$ cat config.mk
export PLATFORM = sky130hd
export DESIGN_NAME = hostio_decode
export DESIGN_NICKNAME = d
export VERILOG_FILES = /design/src/rtl/hio_pkg.sv /design/src/rtl/hio_cfg_regs.sv /design/src/rtl/hio_chan_match.sv /design/src/rtl/hio_irq_route.sv /design/src/rtl/hostio_decode.sv
export SDC_FILE = /design/constraint.sdc
export NUM_CORES = 1
export LEC_CHECK = 0
export CAP_MARGIN = 10
export CORE_MARGIN = 4
export CORE_UTILIZATION = 52
export CTS_CLUSTER_SIZE = 20
export DETAILED_ROUTE_END_ITERATION = 10
export GPL_TIMING_DRIVEN = 0
export PLACE_DENSITY = 0.77
export SYNTH_ARGS = -nofsm -noshare
export SYNTH_HDL_FRONTEND = slang
export SYNTH_SLANG_ARGS = --single-unit
$ cat constraint.sdc
create_clock -name clk -period 2.3 [get_ports clk]
set_input_delay 0.46 -clock clk [delete_from_list [all_inputs] [get_ports clk]]
set_output_delay 0.46 -clock clk [all_outputs]
set_load 0.005 [all_outputs]
$ cat src/rtl/hio_pkg.sv
`timescale 1ns/1ps
package hio_pkg;
    localparam int AW      = 16;   // host address width
    localparam int DW      = 8;    // configuration data width
    localparam int NCH     = 3;    // number of device channels
    localparam int IW      = 3;    // configuration index width
    localparam int HW      = AW - DW;
    localparam int LOCK_BIT = 7;

    localparam int CH_KBD = 0;
    localparam int CH_PM  = 1;
    localparam int CH_RTC = 2;

    localparam logic [IW-1:0] IDX_CTRL = '0;

    typedef struct packed {
        logic                         lock;
        logic [NCH-1:0]               en;
        logic [NCH-1:0][AW-1:0]       base;
    } cfg_state_t;

    typedef struct packed {
        logic kbd;
        logic mouse;
        logic pm;
        logic rtc;
    } irq_vec_t;

    function automatic logic [AW-1:0] default_base(input int ch);
        case (ch)
            CH_KBD:  return AW'(16'h0060);
            CH_PM:   return AW'(16'h0062);
            default: return AW'(16'h0070);
        endcase
    endfunction

    function automatic cfg_state_t cfg_reset_value();
        cfg_state_t s;
        s.lock = 1'b0;
        s.en   = '1;
        for (int ch = 0; ch < NCH; ch++) s.base[ch] = default_base(ch);
        return s;
    endfunction

    function automatic logic [IW-1:0] base_lo_idx(input int ch);
        return IW'(1 + 2 * ch);
    endfunction

    function automatic logic [IW-1:0] base_hi_idx(input int ch);
        return IW'(2 + 2 * ch);
    endfunction
endpackage

$ cat src/rtl/hio_cfg_regs.sv
`timescale 1ns/1ps
module hio_cfg_regs
    import hio_pkg::*;
(
    input  logic          clk,
    input  logic          rst_n,
    input  logic          we,
    input  logic [IW-1:0] idx,
    input  logic [DW-1:0] wdata,
    output cfg_state_t    cfg
);
    cfg_state_t st_d, st_q;

    always_comb begin
        st_d = st_q;
        if (we && !st_q.lock) begin
            if (idx == IDX_CTRL) begin
                st_d.en   = wdata[NCH-1:0];
                st_d.lock = wdata[LOCK_BIT];
            end
            for (int ch = 0; ch < NCH; ch++) begin
                if (idx == base_lo_idx(ch)) st_d.base[ch][DW-1:0] = wdata;
                if (idx == base_hi_idx(ch)) st_d.base[ch][AW-1:DW] = wdata[HW-1:0];
            end
        end
    end

    always_ff @(posedge clk or negedge rst_n) begin
        if (!rst_n) st_q <= cfg_reset_value();
        else        st_q <= st_d;
    end

    assign cfg = st_q;
endmodule

$ cat src/rtl/hio_chan_match.sv
`timescale 1ns/1ps
module hio_chan_match #(
    parameter int AW       = 16,
    parameter int PAIR_BIT = 2
) (
    input  logic [AW-1:0] addr,
    input  logic [AW-1:0] base,
    input  logic          en,
    input  logic          strobe,
    output logic          hit,
    output logic          odd
);
    localparam logic [AW-1:0] CMP_MASK = ~(AW'(1) << PAIR_BIT);

    logic addr_eq;
    assign addr_eq = (((addr ^ base) & CMP_MASK) == '0);
    assign hit     = en & strobe & addr_eq;
    assign odd     = addr[PAIR_BIT];
endmodule

$ cat src/rtl/hio_irq_route.sv
`timescale 1ns/1ps
module hio_irq_route
    import hio_pkg::*;
(
    input  logic           clk,
    input  logic           rst_n,
    input  irq_vec_t       req,
    input  logic [NCH-1:0] en,
    output irq_vec_t       irq
);
    irq_vec_t irq_d, irq_q;

    always_comb begin
        irq_d.kbd   = req.kbd   & en[CH_KBD];
        irq_d.mouse = req.mouse & en[CH_KBD];
        irq_d.pm    = req.pm    & en[CH_PM];
        irq_d.rtc   = req.rtc   & en[CH_RTC];
    end

    always_ff @(posedge clk or negedge rst_n) begin
        if (!rst_n) irq_q <= '0;
        else        irq_q <= irq_d;
    end

    assign irq = irq_q;
endmodule

$ cat src/rtl/hostio_decode.sv
`timescale 1ns/1ps
module hostio_decode
    import hio_pkg::*;
(
    input  logic          clk,
    input  logic          rst_n,
    input  logic [AW-1:0] io_addr,
    input  logic          io_rd,
    input  logic          io_wr,
    input  logic          cfg_we,
    input  logic [IW-1:0] cfg_idx,
    input  logic [DW-1:0] cfg_wdata,
    input  logic          kbd_req,
    input  logic          mouse_req,
    input  logic          pm_req,
    input  logic          rtc_req,
    output logic          kbd_dat_sel,
    output logic          kbd_cmd_sel,
    output logic          pm_dat_sel,
    output logic          pm_cmd_sel,
    output logic          rtc_idx_sel,
    output logic          rtc_dat_sel,
    output logic          irq1,
    output logic          irq12,
    output logic          irq11,
    output logic          irq8
);
    cfg_state_t            cfg_q;
    logic                  strobe;
    logic [NCH-1:0]        hit, odd, win;
    logic [NCH-1:0]        sel_even, sel_odd;
    irq_vec_t              req_v, irq_v;

    // signals observed by the bound checker
    logic                  cfg_lock;
    logic [NCH-1:0]        cfg_en;
    logic [NCH*AW-1:0]     cfg_bases;
    logic [5:0]            sel_all;
    logic [3:0]            irq_all;
    logic [3:0]            req_all;

    assign strobe = io_rd | io_wr;

    hio_cfg_regs u_cfg (
        .clk   (clk),
        .rst_n (rst_n),
        .we    (cfg_we),
        .idx   (cfg_idx),
        .wdata (cfg_wdata),
        .cfg   (cfg_q)
    );

    for (genvar c = 0; c < NCH; c++) begin : g_chan
        localparam int PB = (c == CH_RTC) ? 0 : 2;
        hio_chan_match #(.AW(AW), .PAIR_BIT(PB)) u_match (
            .addr   (io_addr),
            .base   (cfg_q.base[c]),
            .en     (cfg_q.en[c]),
            .strobe (strobe),
            .hit    (hit[c]),
            .odd    (odd[c])
        );
    end

    // fixed priority: lower channel index wins an overlap
    always_comb begin
        logic taken;
        taken = 1'b0;
        for (int c = 0; c < NCH; c++) begin
            win[c] = hit[c] & ~taken;
            taken  = taken | hit[c];
        end
        sel_even = win & ~odd;
        sel_odd  = win & odd;
    end

    assign kbd_dat_sel = sel_even[CH_KBD];
    assign kbd_cmd_sel = sel_odd[CH_KBD];
    assign pm_dat_sel  = sel_even[CH_PM];
    assign pm_cmd_sel  = sel_odd[CH_PM];
    assign rtc_idx_sel = sel_even[CH_RTC];
    assign rtc_dat_sel = sel_odd[CH_RTC];

    assign req_v.kbd   = kbd_req;
    assign req_v.mouse = mouse_req;
    assign req_v.pm    = pm_req;
    assign req_v.rtc   = rtc_req;

    hio_irq_route u_irq (
        .clk   (clk),
        .rst_n (rst_n),
        .req   (req_v),
        .en    (cfg_q.en),
        .irq   (irq_v)
    );

    assign irq1  = irq_v.kbd;
    assign irq12 = irq_v.mouse;
    assign irq11 = irq_v.pm;
    assign irq8  = irq_v.rtc;

    assign cfg_lock  = cfg_q.lock;
    assign cfg_en    = cfg_q.en;
    assign cfg_bases = cfg_q.base;
    assign sel_all   = {rtc_dat_sel, rtc_idx_sel, pm_cmd_sel, pm_dat_sel, kbd_cmd_sel, kbd_dat_sel};
    assign irq_all   = {irq1, irq12, irq11, irq8};
    assign req_all   = {kbd_req, mouse_req, pm_req, rtc_req};
endmodule

## Yosys cells after proc, flatten, opt, wreduce, memory -nomap -nowiden

Index checks and enable logic that the tools add are counted.

| storage, ports and cells | value |
|---|---|
| input bits | 36 |
| logic and storage cells | 53 |
| register bits after elaboration | 56 |

| operators by class | value |
|---|---|
| bitwise logic cells | 22 |
| reductions and logical operators | 13 |
| equal/unequal tests | 6 |

Operators by type and width:

| kind | number |
|---|---|
| 16-bit logical NOT | 3 |
| 16-bit XOR | 3 |
| 2-bit AND reduction | 7 |
| 1-bit bitwise AND | 12 |
| 3-bit == test, second input constant | 3 |
| 3-bit bitwise AND | 2 |
| 3-bit by 2-bit == test with 1-bit output, second input constant | 2 |
| 3-bit by 1-bit == test with 1-bit output, second input constant | 1 |
| 3-bit logical NOT | 1 |
| 3-bit NOT | 1 |
| 1-bit NOT | 2 |
| 1-bit OR | 2 |
| 1-bit logical AND | 1 |
| 1-bit logical NOT | 1 |

## Longest topological paths before layout

Gate-level depths: netlist of the first run.

| depth | value |
|---|---|
| word-level depth | 7 |
| gate-level depth with buffers | 4 |

## By module

Synthesis of the first run repeated with hierarchy kept, for this count alone.

| second synthesis, totals | value |
|---|---|
| cells, all modules | 197 |
| area total of the unflattened synthesis | 2762.6 um^2 |

Modules (own cells, without submodules):

| module | instances | cells an instance | seq. area each (um^2) | area each (um^2) |
|---|---|---|---|---|
| hio_cfg_regs | 1 | 116 | 1315.0 | 2029.4 |
| hio_chan_match | 3 | 22 | 0.0 | 181.4 |
| hio_irq_route | 1 | 8 | 100.1 | 125.1 |
| hostio_decode | 1 | 7 | 0.0 | 63.8 |

## Worst setup path after synthesis of the first run

Ideal clock, no wire load.

| timing | value |
|---|---|
| kind | input port to output port |
| start point | input io_addr[12] |
| end point | output kbd_cmd_sel |
| slack | 0.162 ns |
| arrival time | 1.678 ns |
| buffers on the path | 0 |
| stages | 4 |
| cell sequence | xor2_1 > or4_4 > nor4_4 > and2_1 |

| on the way | value |
|---|---|
| word-level cells in the longest chain between the ends | 4 |

RTL lines:

| element | RTL line | source |
|---|---|---|
| start: declaration | hostio_decode.sv:7 | `input logic [AW-1:0] io_addr,` |
| 16-bit XOR | hio_chan_match.sv:16 | `assign addr_eq = (((addr ^ base) & CMP_MASK) == '0);` |
| 16-bit logical NOT | hio_chan_match.sv:16 |  |
| 1-bit bitwise AND | hio_chan_match.sv:17 | `assign hit = en & strobe & addr_eq;` |
| 3-bit bitwise AND | hostio_decode.sv:74 | `sel_odd = win & odd;` |
| end: declaration | hostio_decode.sv:18 | `output logic kbd_cmd_sel,` |

Every way passes these cells.

## Final worst setup path of the first run

| timing | value |
|---|---|
| start point | input io_addr[12] |
| end point | output pm_cmd_sel |

| on the way | value |
|---|---|
| word-level cells in the longest chain between the ends | 6 |
| elaborated cells on any way between the ends | 9 |
| those cells by class | bitwise (7); reduce/logical (2) |

RTL lines:

| element | RTL line | source |
|---|---|---|
| 16-bit XOR | hio_chan_match.sv:16 |  |
| 16-bit logical NOT | hio_chan_match.sv:16 |  |
| 1-bit bitwise AND | hio_chan_match.sv:17 |  |
| 1-bit NOT | hostio_decode.sv:70 | `win[c] = hit[c] & ~taken;` |
| 1-bit bitwise AND (*) | hostio_decode.sv:70 |  |
| 3-bit bitwise AND (*) | hostio_decode.sv:74 |  |
| end: declaration | hostio_decode.sv:20 | `output logic pm_cmd_sel,` |

Mark *: on every way between the ends. The rest lies on a longest branch, timed or not.

==> flow_summary.toml, run 1 <==
[critical_path]
cp-start-kind = "input port"
crit_type = "input port to output pin"
worstPathMaxFanout = 3
crit_slowest_cell = "or4_4"
reg2reg_slack_ns = 0.32
critPathCaptureType = "output pin"
cp.arrival_ns = 2.10
cp_data_required_time_ns = 1.84
cp_cell_sequence = "clkdlybuf4s15_1 > xor2_1 > or4_4 > nor4_4 > buf_4 > buf_6 > nor3b_2 > buf_2"
slowest_delay_ns = 0.56

[yosys]
synth.distinct_cells = 25
yosys_warnings = 0
synth_area_sq_um = 2580
synth_fp_nets = 226
synth_seq_cells = 53
synth_ff_type = "dfrtp_1"
synth_edf_count = 0
synth_cells = 190
syn_avg_cell_area_sq_um = 13.6
synthArstFlopShare = 1.00
seq_area_frac_synth = 0.520

[floorplan]
dieArea_sq_um = 6150
rows = 25
start_util = 0.542
die_h_um = 78.4
die_x_um = 78.4
io_pins = 46
coreArea_sq_um = 4750

[sta]
setup_viol = 6
hold_viol_final = 0
finalCritPeriodShare = 1.11
fin_tns_setup_ns = -1.22
fmax_mhz = 391
fin_crit_ns = 2.56
rsz0062_at_grt = "yes"
drv_slew = 0
max_slew_margin = 0.362
fin_skew_ns = 0.00564
setup_ws_ns = -0.258
tightest_slew_ns = 0.953
timing.hold.ws_ns = 0.111

[hold_path]
hp-class = "input port to async pin"

[placed_design]
place_inst = 303
gp_congestion = 0.858
io_buffers = 45
place_worst_setup_slack_ns = -0.956
hpwl_um = 4140
place_area_sq_um = 3130

[final_layout]
num-nets-final = 285
final_cell_mix = "mux2_2 (48), dfrtp_1 (42), xor2_1 (32), clkdlybuf4s50_1 (21), dlygate4sd2_1 (15)"
fill_cells = 383
area_delta_synth_final_pct = 27.5
antenna_cells = 0
drive_gt1_frac = 0.388
layout_commonest_cell = "mux2_2"
postLayoutCellArea_sq_um = 3290
post-route-util = 0.692
multi_input_area_sq_um = 1300
seq_area_sq_um = 1340
layout.cells.non_filler = 317

[run_status]
violations = "negative setup slack"
status = "finished with violations"

[job]
max-cap-violations = 0

[clock_tree]
cts_made_buffers = 5
clockBufferDepth = 2
h-tree-depth = 2
hold_buffers = 0
clkSinkCount = 53
clk_latency_ns = 0.31
cts_tree = "done"
cts_root_buffer = "clkbuf_8"
clk_pin_slew_ns = 0.09

[global_route]
grt_pass1_vias = 1738
grt_max_degree = 34
overflow = 0
grt_pass1_wl_um = 9080
grtUsageTotal = 0.200
antenna_found_initial = 0

[power_and_ir_drop]
p_per_area_nw_per_um2 = 798
ir_drop_mv = 0.453
leakage_nw = 1.39
p_total_mw = 2.62

[route]
vias_per_cell = 5.31
ant_nets = 0
drt_wl_total_um = 5790
first_pass_iters = 4
wl_per_cell_um = 18.3
drt_iter0_drc = 50
drc = 0
num_vias = 1683
report_power, final:
part           total (mW)  leakage [nW]  internal, mW  switching [mW]
logic               0.710         0.724         0.412           0.299
clock network       0.509        0.0422         0.214           0.295
registers            1.40         0.623          1.23           0.172
total                2.62          1.39          1.86           0.765
path summary, 6_finish.rpt:
check                                          startpoint  cells after the start                        end
worst max-delay path                          io_addr[12]                      8                 pm_cmd_sel
worst min-delay path                                rst_n                      1  u_cfg.cfg[10]$_DFFE_PN0P_
worst max register to register  u_cfg.cfg[51]$_DFFE_PN0P_                      3  u_cfg.cfg[10]$_DFFE_PN0P_
worst min register to register  u_cfg.cfg[51]$_DFFE_PN0P_                      1  u_cfg.cfg[51]$_DFFE_PN0P_
max in group asynchronous                           rst_n                      2  u_cfg.cfg[38]$_DFFE_PN1P_
min in group clk                u_cfg.cfg[51]$_DFFE_PN0P_                      1  u_cfg.cfg[51]$_DFFE_PN0P_
metal layers:
layer  vias up  GRT usage  part of all wire
li1        794          -                 -
met1       850      0.268              0.46
met2        31      0.331              0.49
met3         8     0.0378             0.036
met4         0     0.0577             0.012
met5         -          0                 0
sequential cells by signal (all words and copies together) (netlist names):
| name | count |
|---|---|
| u_cfg.cfg | 49 |
| u_irq.irq | 4 |
Yosys cell counts (all sizes together), types with 2 or more instances:
| library cell | number | area, sq um |
|---|---|---|
| xnor2 | 12 | 105 |
| xor2 | 33 | 289 |
| nand4 | 4 | 25.0 |
| and2 | 5 | 31.3 |
| dfrtp | 42 | 1050 |
| nor4 | 11 | 83.8 |
| o21ai | 3 | 15.0 |
| mux2 | 48 | 541 |
| dfstp | 11 | 289 |
| nand2 | 2 | 7.51 |
| nand3b | 4 | 30.0 |
| nor3b | 4 | 40.0 |
kinds of logic after synthesis:
| group | share of synthesized area |
|---|---|
| flops | 0.520 |
| mux | 0.210 |
| buf+inv | 0.00339 |
| compound gates | 0.00922 |
| xor+xnor | 0.153 |
| simple gates | 0.105 |
worst max-delay path: cells and delay by family:
kind | cells | cell delay [ns]
xor+xnor | 1 | 0.20
simple gates | 3 | 0.80
buf+inv | 4 | 0.64
final cells by class:
type	count	share of cell area
clock buffer	7	0.0232
timing repair buffer	52	0.144
sequential	53	0.408
clock inverter	1	0.00152
buffer	2	0.00266
multi-input combinational	135	0.395
tap	67	0.0255
timing repair:
action,CTS,global route
pin swaps,15,1
buffers inserted,5,1
endpoints found under the hold margin,0,0
endpoints found under the setup margin,6,6
gates resized for setup,54,3
No activity file was read; power rests on OpenSTA's default activity.
==> run 2: changes to the inputs <==
--- a/config.mk
+++ b/config.mk
@@ -15,3 +15,4 @@
 export SYNTH_ARGS = -nofsm -noshare
 export SYNTH_HDL_FRONTEND = slang
 export SYNTH_SLANG_ARGS = --single-unit
+export TNS_END_PERCENT = 20
==> run 2 against run 1 <==
The run still ends with negative setup slack left; worst setup slack improved by 0.0052 ns; cell area shrank 0.19%; critical path depth is 1 lower; largest power group unchanged.
==> flow_summary.toml, run 2 (synthesized netlist as in run 1, its figures left out) <==
[floorplan]
io_pins = 46
rows = 25
die_x_um = 78.4
coreArea_sq_um = 4750
dieArea_sq_um = 6150
start_util = 0.542
die_h_um = 78.4

[final_layout]
num-nets-final = 284
layout.cells.non_filler = 316
largest_reg_flops = 49
final_cell_mix = "mux2_2 (48), dfrtp_1 (42), xor2_1 (32), clkdlybuf4s50_1 (22), dlygate4sd2_1 (14)"
area_delta_synth_final_pct = 27.3
layout_commonest_cell = "mux2_2"
drive_gt1_frac = 0.386
fill_cells = 384
antenna_cells = 0

[placed_design]
io_buffers = 45
hpwl_um = 4140
gp_congestion = 0.858
place_inst = 303
place_worst_setup_slack_ns = -0.956

[sta]
setup_ws_ns = -0.253
fin_skew_ns = 0.00441
setup_viol = 6
hold_viol_final = 0
fin_crit_ns = 2.55
rsz0062_at_grt = "yes"
tightest_slew_ns = 0.953
max_slew_margin = 0.362
fmax_mhz = 392
drv_slew = 0
finalCritPeriodShare = 1.11

[power_and_ir_drop]
ir_drop_mv = 0.481
p_per_area_nw_per_um2 = 798
leakage_nw = 1.38

[route]
vias_per_cell = 5.33
ant_nets = 0
first_pass_iters = 4
drc = 0
num_vias = 1684
drt_iter0_drc = 45
drt_wl_total_um = 5780
wl_per_cell_um = 18.3

[clock_tree]
clk_latency_ns = 0.31
h-tree-depth = 2
clkSinkCount = 53
cts_tree = "done"
cts_made_buffers = 5
cts_root_buffer = "clkbuf_8"
clk_pin_slew_ns = 0.09
clockBufferDepth = 2
hold_buffers = 0

[global_route]
grtUsageTotal = 0.200
grt_pass1_wl_um = 9080
overflow = 0
grt_pass1_vias = 1735
antenna_found_initial = 0
grt_max_degree = 34

[critical_path]
cp_cell_sequence = "o21ai_2 > or4_4 > nor4_4 > buf_4 > buf_6 > nor3b_2 > buf_2"
critical_path_buf_inv_count = 3
slowest_delay_ns = 0.57
reg2reg_slack_ns = 0.32
worstPathMaxFanout = 4
critPathCaptureType = "output pin"
cp-start-kind = "flip-flop"
crit_type = "flip-flop to output pin"
cp.arrival_ns = 2.09
crit_slowest_cell = "dfstp_2"
cp_data_required_time_ns = 1.84
critPathTopFamily = "simple AND/OR/NAND/NOR gates"

[run_status]
status = "finished with violations"
violations = "negative setup slack"

[job]
max-cap-violations = 0

[hold_path]
hp-class = "input port to async pin"
run 2: changes by cell type in the layout (fill, tap and decap cells not counted), sizes merged:
| cell | previous run | this run |
|---|---|---|
| clkdlybuf4s50 | 21 | 22 |
| dlygate4sd2 | 15 | 14 |
| clkbuf | 8 | 9 |
| buf | 15 | 13 |
run 2: where the power goes:
group | internal (mW) | switching (mW)
Combinational | 0.408 | 0.297
Sequential | 1.23 | 0.172
Clock | 0.214 | 0.297
Total | 1.85 | 0.766
run 2: worst paths after layout:
path	startpoint	endpoint	cells after the start
worst max-delay path	u_cfg.cfg[48]$_DFFE_PN1P_	pm_cmd_sel	7
worst min-delay path	rst_n	u_cfg.cfg[10]$_DFFE_PN0P_	1
worst max register to register	u_cfg.cfg[51]$_DFFE_PN0P_	u_cfg.cfg[10]$_DFFE_PN0P_	3
worst min register to register	u_cfg.cfg[51]$_DFFE_PN0P_	u_cfg.cfg[51]$_DFFE_PN0P_	1
max in group asynchronous	rst_n	u_cfg.cfg[38]$_DFFE_PN1P_	2
min in group clk	u_cfg.cfg[51]$_DFFE_PN0P_	u_cfg.cfg[51]$_DFFE_PN0P_	1
run 2: worst reg2reg max path, delay by kind of cell, from the launching register on:
family	cells	cell delay, ns
DFF	1	0.40
muxes	1	0.45
and+or+nand+nor	2	1.03
run 2: timing repair:
action / 4_1_cts / 5_1_grt
buffers inserted: 5 / 0
resized for setup: 51 / 4
endpoints found under the setup margin: 6 / 6
pin swaps: 14 / 0
run 2: layer usage:
metal / wire (um) / up-vias / global-route usage
met5: 0 / - / 0
met4: 73 / 0 / 0.0577
met3: 216 / 8 / 0.0378
met2: 2820 / 31 / 0.331
met1: 2670 / 852 / 0.268
li1: - / 793 / -
run 2: per-stage QoR:
step / setup TNS, ns / hold slack [ns] / util / power (mW) / area [sq um]
6_report: -1.18 / 0.113 / 0.690 / 2.62 / 3280
5_1_grt: -1.75 / 0.126 / 0.690 / 2.77 / 3280
4_1_cts: -1.28 / 0.117 / 0.689 / 2.64 / 3280
3_5_place_dp: -7.74 / 0.455 / 0.658 / 2.09 / 3130
3_3_place_gp: -45.01 / 0.472 / 0.655 / 2.05 / 3110
2_1_floorplan: 0 / 0.164 / - / 1.83 / 2580
run 2: cell type report:
class,instances,area [sq um],area share
Buffer,2,8.76,0.00267
Clock buffer,7,76.3,0.0233
Clock inverter,1,5.00,0.00152
Multi-Input combinational cell,135,1300,0.396
Sequential cell,53,1340,0.408
Tap cell,67,83.8,0.0255
Timing Repair Buffer,51,468,0.143
==> run 3: changes to the inputs <==
--- a/config.mk
+++ b/config.mk
@@ -7,11 +7,12 @@
 export LEC_CHECK = 0
 export CAP_MARGIN = 10
 export CORE_MARGIN = 4
-export CORE_UTILIZATION = 52
+export CORE_UTILIZATION = 55
 export CTS_CLUSTER_SIZE = 20
 export DETAILED_ROUTE_END_ITERATION = 10
+export DONT_BUFFER_PORTS = 1
 export GPL_TIMING_DRIVEN = 0
-export PLACE_DENSITY = 0.77
+export PLACE_DENSITY = 0.68
 export SYNTH_ARGS = -nofsm -noshare
 export SYNTH_HDL_FRONTEND = slang
 export SYNTH_SLANG_ARGS = --single-unit
==> run 3 against run 2 <==
Critical endpoint is now pm_dat_sel; clock skew is 0.0023 ns higher; global-route usage fell by 1.1 points; worst setup slack better by 0.18 ns; die area decreased by 4.9%; sequential share of layout area is 7.5 points higher; largest power group unchanged; hold slack lost 0.11 ns; via count decreased by 11%; critical path depth down 2; clock power is 0.8% lower; the flow still finishes with violations (negative setup slack); utilization down 6.6 points.
==> flow_summary.toml, run 3 (synthesized netlist as in run 1, its figures left out) <==
[run_status]
status = "finished with violations"
violations = "negative setup slack"

[power_and_ir_drop]
leakage_nw = 1.14
p_per_area_nw_per_um2 = 892
p_total_mw = 2.47
ir_drop_mv = 0.566

[route]
wl_per_cell_um = 20.7
met2_wirelength_um = 2700
num_vias = 1497
drt_wl_total_um = 5210
dr.max_layer_used = "met4"
drt-met1-wl_um = 2220
ant_nets = 0
drc = 0
vias_per_cell = 5.94
met3_length_um = 255
drt_iter0_drc = 88
first_pass_iters = 4

[sta]
finalCritPeriodShare = 1.03
rsz0062_at_grt = "yes"
drv_slew = 0
max_slew_margin = 0.446
fmax_mhz = 422
fin_skew_ns = 0.00670
tightest_slew_ns = 0.828
hold_viol_final = 0
fin_crit_ns = 2.37
timing.hold.ws_ns = 0.00320
setup_ws_ns = -0.0679
setup_viol = 4

[critical_path]
cp-start-kind = "flip-flop"
r2r_end = "u_cfg.cfg[44]$_DFFE_PN0P_"
crit_slowest_cell = "or4_4"
worstPathMaxFanout = 5
reg2reg_slack_ns = 0.45
r2r_start = "u_cfg.cfg[51]$_DFFE_PN0P_"
cp.arrival_ns = 1.91
reg2regPathDepth = 3
slowest_delay_ns = 0.56
cp_data_required_time_ns = 1.84
cp_cell_sequence = "xor2_1 > or4_4 > nor4_4 > buf_4 > nor3_1"
critical_path_buf_inv_count = 1
crit_type = "flip-flop to output pin"
critPathCaptureType = "output pin"
critPathTopFamily = "simple AND/OR/NAND/NOR gates"

[placed_design]
hpwl_um = 3990
place_worst_setup_slack_ns = 0.0307
gp_congestion = 0.786
io_buffers = 0
place_area_sq_um = 2640

[floorplan]
rows = 24
io_pins = 46
start_util = 0.580
die_h_um = 76.5
dieArea_sq_um = 5850
coreArea_sq_um = 4440
die_x_um = 76.5

[final_layout]
postLayoutCellArea_sq_um = 2770
layout_commonest_cell = "mux2_2"
area_delta_synth_final_pct = 7.57
post-route-util = 0.624
largest_reg_flops = 49
drive_gt1_frac = 0.385
num-nets-final = 235
antenna_cells = 0
seq_area_sq_um = 1340
multi_input_area_sq_um = 1240
fill_cells = 347
final_cell_mix = "mux2_2 (48), dfrtp_1 (42), xor2_1 (33), xnor2_1 (12), dfstp_2 (11)"

[clock_tree]
cts_tree = "done"
clkSinkCount = 53
cts_made_buffers = 5
clk_pin_slew_ns = 0.10
clockBufferDepth = 2
clk_latency_ns = 0.30
cts_root_buffer = "clkbuf_8"
h-tree-depth = 2

[hold_path]
hp-class = "input port to async pin"

[global_route]
grtUsageTotal = 0.189
grt_max_degree = 54
grt_pass1_vias = 1623
antenna_found_initial = 0
grt_pass1_wl_um = 8540
overflow = 0

[job]
max-cap-violations = 0
run 3: layer usage:
layer  vias to the layer above  global-route usage
li1                        695                   -
met1                       760               0.244
met2                        38               0.327
met3                         4              0.0390
met4                         0              0.0417
met5                         -                   0
run 3: layout make-up:
cell class / count / area share
Sequential cell: 53 / 0.483
Buffer: 2 / 0.00316
Multi-Input combinational cell: 135 / 0.447
Tap cell: 52 / 0.0235
Clock buffer: 5 / 0.0248
Clock inverter: 3 / 0.00631
Timing Repair Buffer: 2 / 0.0126
run 3: where the power goes:
part           internal (mW)  leakage [nW]  switching [mW]  total (mW)
combinational          0.337         0.473           0.230       0.567
clock                  0.211        0.0439           0.296       0.507
sequential              1.23         0.623           0.168        1.40
total                   1.78          1.14           0.694        2.47
run 3: worst max-delay path by stage:
| stage | slack (ns) | start | depth (start not counted) | to |
|---|---|---|---|---|
| global route | -0.18 | u_cfg.cfg[12]$_DFFE_PN0P_ | 5 | pm_dat_sel |
| detailed placement | 0.03 | io_addr[12] | 4 | kbd_cmd_sel |
| global placement | 0.08 | io_addr[12] | 4 | kbd_cmd_sel |
| floorplan | 0.16 | io_addr[12] | 4 | kbd_cmd_sel |
| CTS | -0.08 | u_cfg.cfg[12]$_DFFE_PN0P_ | 5 | pm_dat_sel |
| finish | -0.07 | u_cfg.cfg[12]$_DFFE_PN0P_ | 5 | pm_dat_sel |
run 3: what timing repair did:
item                                   4_1_cts  5_1_grt
hold buffers                                 1        0
resized for setup                            2        0
setup endpoints to repair                    6        6
pin swaps                                    2        0
endpoints found under the hold margin       53        0
setup buffers                                1        0
run 3: metrics by stage:
stage	instances	TNS, ns
6_report	252	-0.209
5_1_grt	252	-0.825
4_1_cts	252	-0.240
3_5_place_dp	242	0
3_3_place_gp	242	0
2_1_floorplan	190	0
